## src/rtl/gfds_pkg.sv

```systemverilog
package gfds_pkg;

    typedef enum logic {
        PH_IDLE = 1'b0,
        PH_RUN  = 1'b1
    } gfds_phase_e;

    function automatic int gfds_ceil_div(input int num, input int den);
        return (num + den - 1) / den;
    endfunction

endpackage

```

## src/rtl/gfds_digit_step.sv

```systemverilog
// One iteration: z_o = (z_i * x^G + dig_i * a_i) mod R, evaluated in one cycle
// as a chain of G multiply-by-x-and-conditionally-add stages, MSB of the digit first.
module gfds_digit_step #(
    parameter int          M     = 8,
    parameter int          G     = 3,
    parameter logic [M-1:0] RPOLY = 8'h1B
) (
    input  logic [M-1:0] z_i,
    input  logic [M-1:0] a_i,
    input  logic [G-1:0] dig_i,
    output logic [M-1:0] z_o
);

    logic [M-1:0] chain [G+1];

    assign chain[0] = z_i;

    for (genvar j = 0; j < G; j++) begin : g_stage
        logic [M-1:0] shifted;
        logic [M-1:0] reduced;
        assign shifted      = {chain[j][M-2:0], 1'b0};
        assign reduced      = shifted ^ (chain[j][M-1] ? RPOLY : '0);
        assign chain[j+1]   = reduced ^ (dig_i[G-1-j] ? a_i : '0);
    end

    assign z_o = chain[G];

endmodule

```

## src/rtl/gfds_seq.sv

```systemverilog
// Sequencer: accepts a start while idle, counts S steps, pulses done.
module gfds_seq
    import gfds_pkg::*;
#(
    parameter int S = 3
) (
    input  logic clk,
    input  logic rst_n,
    input  logic start_i,
    output logic accept_o,
    output logic busy_o,
    output logic done_o
);

    localparam int CW = (S > 1) ? $clog2(S) : 1;

    typedef struct packed {
        gfds_phase_e   phase;
        logic [CW-1:0] cnt;
        logic          done;
    } seq_state_t;

    seq_state_t st_d, st_q;
    logic       accept_d;

    always_comb begin
        st_d      = st_q;
        st_d.done = 1'b0;
        accept_d  = 1'b0;
        case (st_q.phase)
            PH_IDLE: begin
                if (start_i) begin
                    accept_d   = 1'b1;
                    st_d.phase = PH_RUN;
                    st_d.cnt   = CW'(S - 1);
                end
            end
            PH_RUN: begin
                if (st_q.cnt == '0) begin
                    st_d.phase = PH_IDLE;
                    st_d.done  = 1'b1;
                end else begin
                    st_d.cnt = st_q.cnt - 1'b1;
                end
            end
            default: st_d.phase = PH_IDLE;
        endcase
    end

    always_ff @(posedge clk or negedge rst_n) begin
        if (!rst_n) begin
            st_q <= '{phase: PH_IDLE, cnt: '0, done: 1'b0};
        end else begin
            st_q <= st_d;
        end
    end

    assign accept_o = accept_d;
    assign busy_o   = (st_q.phase == PH_RUN);
    assign done_o   = st_q.done;

    AST_DONE_SINGLE: assert property (@(posedge clk) disable iff (!rst_n)
        done_o |=> !done_o);

    AST_DONE_ENDS_RUN: assert property (@(posedge clk) disable iff (!rst_n)
        $rose(done_o) |-> $past(busy_o) && !busy_o);

    AST_CNT_RANGE: assert property (@(posedge clk) disable iff (!rst_n)
        busy_o |-> (st_q.cnt <= CW'(S - 1)));

    AST_BUSY_NO_ACCEPT: assert property (@(posedge clk) disable iff (!rst_n)
        (busy_o && st_q.cnt != '0) |=> busy_o);

endmodule

```

## src/rtl/gfds_mul.sv

```systemverilog
module gfds_mul
    import gfds_pkg::*;
#(
    parameter int           M     = 8,
    parameter int           G     = 3,
    parameter logic [M-1:0] RPOLY = 8'h1B
) (
    input  logic         clk,
    input  logic         rst_n,
    input  logic         start_i,
    input  logic [M-1:0] a_i,
    input  logic [M-1:0] b_i,
    output logic         busy_o,
    output logic         done_o,
    output logic [M-1:0] result_o
);

    localparam int S = gfds_ceil_div(M, G);
    localparam int W = S * G;

    typedef struct packed {
        logic [M-1:0] a;
        logic [W-1:0] bsh;
        logic [M-1:0] z;
    } dp_state_t;

    dp_state_t    dp_d, dp_q;
    logic         accept;
    logic [G-1:0] digit;
    logic [M-1:0] z_step;

    gfds_seq #(.S(S)) seq_i (
        .clk      (clk),
        .rst_n    (rst_n),
        .start_i  (start_i),
        .accept_o (accept),
        .busy_o   (busy_o),
        .done_o   (done_o)
    );

    assign digit = dp_q.bsh[W-1 -: G];

    gfds_digit_step #(.M(M), .G(G), .RPOLY(RPOLY)) step_i (
        .z_i   (dp_q.z),
        .a_i   (dp_q.a),
        .dig_i (digit),
        .z_o   (z_step)
    );

    always_comb begin
        dp_d = dp_q;
        if (accept) begin
            dp_d.a   = a_i;
            dp_d.bsh = W'(b_i);
            dp_d.z   = '0;
        end else if (busy_o) begin
            dp_d.z   = z_step;
            dp_d.bsh = dp_q.bsh << G;
        end
    end

    always_ff @(posedge clk or negedge rst_n) begin
        if (!rst_n) begin
            dp_q <= '0;
        end else begin
            dp_q <= dp_d;
        end
    end

    assign result_o = dp_q.z;

    AST_BUSY_KEEPS_A: assert property (@(posedge clk) disable iff (!rst_n)
        (busy_o && start_i) |=> $stable(dp_q.a));

    AST_IDLE_HOLD: assert property (@(posedge clk) disable iff (!rst_n)
        (!busy_o && !start_i) |=> $stable(result_o));

    AST_DONE_NOT_BUSY: assert property (@(posedge clk) disable iff (!rst_n)
        done_o |-> !busy_o);

endmodule

```

## config.mk

```make
export PLATFORM = sky130hd
export DESIGN_NAME = gfds_mul
export DESIGN_NICKNAME = d
export VERILOG_FILES = /design/src/rtl/gfds_pkg.sv /design/src/rtl/gfds_digit_step.sv /design/src/rtl/gfds_seq.sv /design/src/rtl/gfds_mul.sv
export SDC_FILE = /design/constraint.sdc
export NUM_CORES = 1
export LEC_CHECK = 0
export ABC_AREA = 1
export BUFFER_PORTS_ARGS = -buffer_cell sky130_fd_sc_hd__buf_2
export CAP_MARGIN = 40
export CORE_UTILIZATION = 35
export DETAILED_ROUTE_END_ITERATION = 12
export GPL_ROUTABILITY_DRIVEN = 0
export PLACE_DENSITY = 0.55
export SKIP_CTS_REPAIR_TIMING = 1
export SYNTH_ARGS = -nofsm -noshare
export SYNTH_HDL_FRONTEND = slang
export SYNTH_SLANG_ARGS = --single-unit
```

## constraint.sdc

```tcl
create_clock -name clk -period 1.7 [get_ports clk]
set_input_delay 0.085 -clock clk [delete_from_list [all_inputs] [get_ports clk]]
set_output_delay 0.085 -clock clk [all_outputs]
set_load 0.01 [all_outputs]
```

==> flow_metrics.py <==
metrics = {
    "outcome": {
        "run_status": "finished, violations left",
        "failed_checks": "hold timing",
    },
    "setup_path": {
        "critPathLaunchType": "flip-flop",
        "cp_data_required_time_ns": 1.87,
        "r2r_setup_slack_ns": 0.24,
        "worst_path_arrival_ns": 1.63,
        "criticalPathCategory": "reg -> reg",
        "critical_path_peak_fanout": 7,
        "setup.worst_path.end_class": "flip-flop",
    },
    "yosys": {
        "post_synth_main_area_contributors": "sky130_fd_sc_hd__dfrtp_1, sky130_fd_sc_hd__nand2_1, sky130_fd_sc_hd__nand3_1, sky130_fd_sc_hd__inv_1, sky130_fd_sc_hd__buf_4",
        "synth.top_cell.area_share": 0.409,
        "synthesis.area_per_instance_sq_um": 7.27,
        "post_synth_edffs": 0,
        "synth.largest_area_cell": "sky130_fd_sc_hd__dfrtp_1",
        "netlist-cell-type-count": 27,
        "post_syn_instances": 244,
        "asyncSetResetFlopFracSynth": 1.00,
        "synthFlopType": "sky130_fd_sc_hd__dfrtp_1",
        "synth_warnings": 0,
        "synth.ff_latch_count": 29,
        "synth_area_sq_mm": 0.00177,
        "mappedNetlistNets": 264,
        "synth_sequential_area_ratio": 0.409,
    },
    "grt": {
        "first_global_vias": 1435,
        "grt_antenna_before_repair": 0,
        "grt_first_pass_wirelength_mm": 6.77,
        "grt_use_total": 0.170,
        "globalRoute.totalOverflow": 0,
        "largest_net_degree_at_the_start_of_global_routing": 30,
    },
    "clock_network": {
        "htreeDepth": 2,
        "clock_root_buffer": "sky130_fd_sc_hd__clkbuf_8",
        "clk_path_buf_depth": 2,
        "cts_num_sinks": 29,
        "clkSlewWorstSetupHoldPaths_ns": 0.07,
        "worst_skew_pair.late_latency_ns": 0.28,
        "cts_tree": "built",
        "numCtsBuffers": 5,
    },
    "placement": {
        "placedCellCount": 332,
        "place.detailed.hpwl_mm": 3.01,
        "setup_slack_placement_ns": 0.253,
        "place.port_buffers": 28,
    },
    "floorplan": {
        "design.portCount": 29,
        "num_rows": 25,
        "floorplan.die_area_sq_mm": 0.00535,
        "core-area_sq_mm": 0.00479,
        "die_h_microns": 73.2,
        "floorplan.initialDensity": 0.370,
        "chipWidth_microns": 73.2,
    },
    "timing": {
        "timing.final.hold_violations": 2,
        "relSlewSlack": 0.548,
        "final_setup_violation_count": 0,
        "final_total_negative_setup_slack_ns": 0,
        "post-route-period-util": 0.860,
        "worst_slack_ns": 0.239,
        "finalHoldWorstSlack_ns": -0.00639,
        "rsz0062_at_grt": "no",
        "tightest_slew_ns": 0.678,
        "fmaxAchievable_mhz": 684,
        "drv_slew": 0,
        "finalClockSkew_ns": 0.00520,
        "final.min_clock_period_ns": 1.46,
    },
    "route": {
        "num_vias": 1549,
        "routedWlPerCell_microns": 11.6,
        "via_per_inst": 4.54,
        "drt_wl_total_mm": 3.94,
        "ant_nets": 0,
        "drtPass1Iterations": 4,
        "drc": 0,
        "drt_iter0_drc": 105,
    },
    "cells_and_area": {
        "instances_no_fill": 341,
        "layout_commonest_cell": "sky130_fd_sc_hd__nand2_1",
        "number_of_nets_in_the_finished_design": 293,
        "layout-drive-gt1-share": 0.193,
        "area_growth_syn_to_layout_pct": 15.2,
        "n_antenna_cell": 0,
        "layout_common_cells": "sky130_fd_sc_hd__nand2_1, sky130_fd_sc_hd__dfrtp_1, sky130_fd_sc_hd__buf_2",
    },
    "hold_path": {
        "hold_path_class": "in -> reg",
    },
    "power_and_ir_drop": {
        "vdd_drop_max_uv": 648,
        "total_leakage_power_nw": 1.13,
        "powerDensity_mw_per_mm2": 1910,
    },
    "run": {
        "maxCapViolations": 0,
    },
}
## worst max-delay path, cell delays in order (launching register included)
cell and delay (ns):
sky130_fd_sc_hd__dfrtp_1 0.45, sky130_fd_sc_hd__buf_4 0.20, sky130_fd_sc_hd__nand2_1 0.06, sky130_fd_sc_hd__nand2_1 0.08
sky130_fd_sc_hd__nand2_1 0.09, sky130_fd_sc_hd__nand2_1 0.06, sky130_fd_sc_hd__nand2_2 0.09, sky130_fd_sc_hd__nand3_1 0.10
sky130_fd_sc_hd__nand2_1 0.08, sky130_fd_sc_hd__nand2_1 0.05, sky130_fd_sc_hd__nand3_1 0.06, sky130_fd_sc_hd__nand2_1 0.05
## layout make-up
| type | instances | area [sq um] |
|---|---|---|
| clock buffers | 5 | 68.8 |
| clock inverters | 3 | 17.5 |
| fillers | 542 | 2740 |
| inverters | 24 | 90.1 |
| multi-input cells | 176 | 847 |
| flip-flops and latches | 29 | 726 |
| well taps | 67 | 83.8 |
| repair buffers | 37 | 210 |
## metal layers
metal,vias to the layer above,routed length (microns),global-route usage
li1,805,-,-
met1,709,2030,0.239
met2,31,1730,0.264
met3,4,149,0.0373
met4,0,35,0.0458
met5,-,0,0
## state kept, by name (all words and copies together) (netlist names)
register	cells
seq_i.done_o	1
digit	3
dp_q	14
seq_i.busy_o	1
result_o	8
seq_i.st_q	2
## stage by stage
stage | power [W] | area [sq um] | hold WS (ns) | utilization
after floorplan | 0.00293 | 1770 | -0.211 | -
after global placement | 0.00336 | 1950 | 0.160 | 0.407
after detailed placement | 0.00339 | 1950 | 0.164 | 0.407
after CTS | 0.00397 | 2030 | -0.140 | 0.425
after global routing | 0.00434 | 2040 | 0.00221 | 0.427
final | 0.00390 | 2040 | -0.00639 | 0.427
## where the power goes
group | switching, W | leakage [nW] | internal [W]
combinational | 0.00119 | 0.724 | 0.000816
clock | 0.000274 | 0.0439 | 0.000282
sequential | 0.000343 | 0.367 | 0.00100
total | 0.00180 | 1.13 | 0.00210
## cell usage after synthesis, types with 2 or more instances
master	count
sky130_fd_sc_hd__o21ai_0	5
sky130_fd_sc_hd__o22ai_1	2
sky130_fd_sc_hd__dfrtp_1	29
sky130_fd_sc_hd__buf_6	2
sky130_fd_sc_hd__a21oi_1	2
sky130_fd_sc_hd__buf_2	3
sky130_fd_sc_hd__inv_1	23
sky130_fd_sc_hd__a22oi_1	3
sky130_fd_sc_hd__nand2_1	113
sky130_fd_sc_hd__nand3_1	23
sky130_fd_sc_hd__xnor2_1	7
sky130_fd_sc_hd__buf_4	9
sky130_fd_sc_hd__nor2_1	2
sky130_fd_sc_hd__xor2_1	5
sky130_fd_sc_hd__nand2_2	4
## kinds of logic after synthesis
family          Yosys count  share of synthesized area
compound gates           14                     0.0487
simple gates            148                      0.354
buf+inv                  39                      0.113
flops                    29                      0.409
xor+xnor                 13                     0.0685
fa+ha+maj                 1                    0.00706
## path summary, 6_finish.rpt
check                           depth (start not counted)                  from                       to
worst max-delay path                                   11  digit[2]$_DFFE_PN0P_  result_o[3]$_DFFE_PN0P_
worst min-delay path                                    3                a_i[1]     dp_q[18]$_DFFE_PN0P_
worst max register to register                         11  digit[2]$_DFFE_PN0P_  result_o[3]$_DFFE_PN0P_
worst min register to register                          2   dp_q[8]$_DFFE_PN0P_      dp_q[8]$_DFFE_PN0P_
max in group asynchronous                               2                 rst_n     dp_q[20]$_DFFE_PN0P_
min in group asynchronous                               2                 rst_n  result_o[5]$_DFFE_PN0P_
No activity file was read; power rests on OpenSTA's default activity.
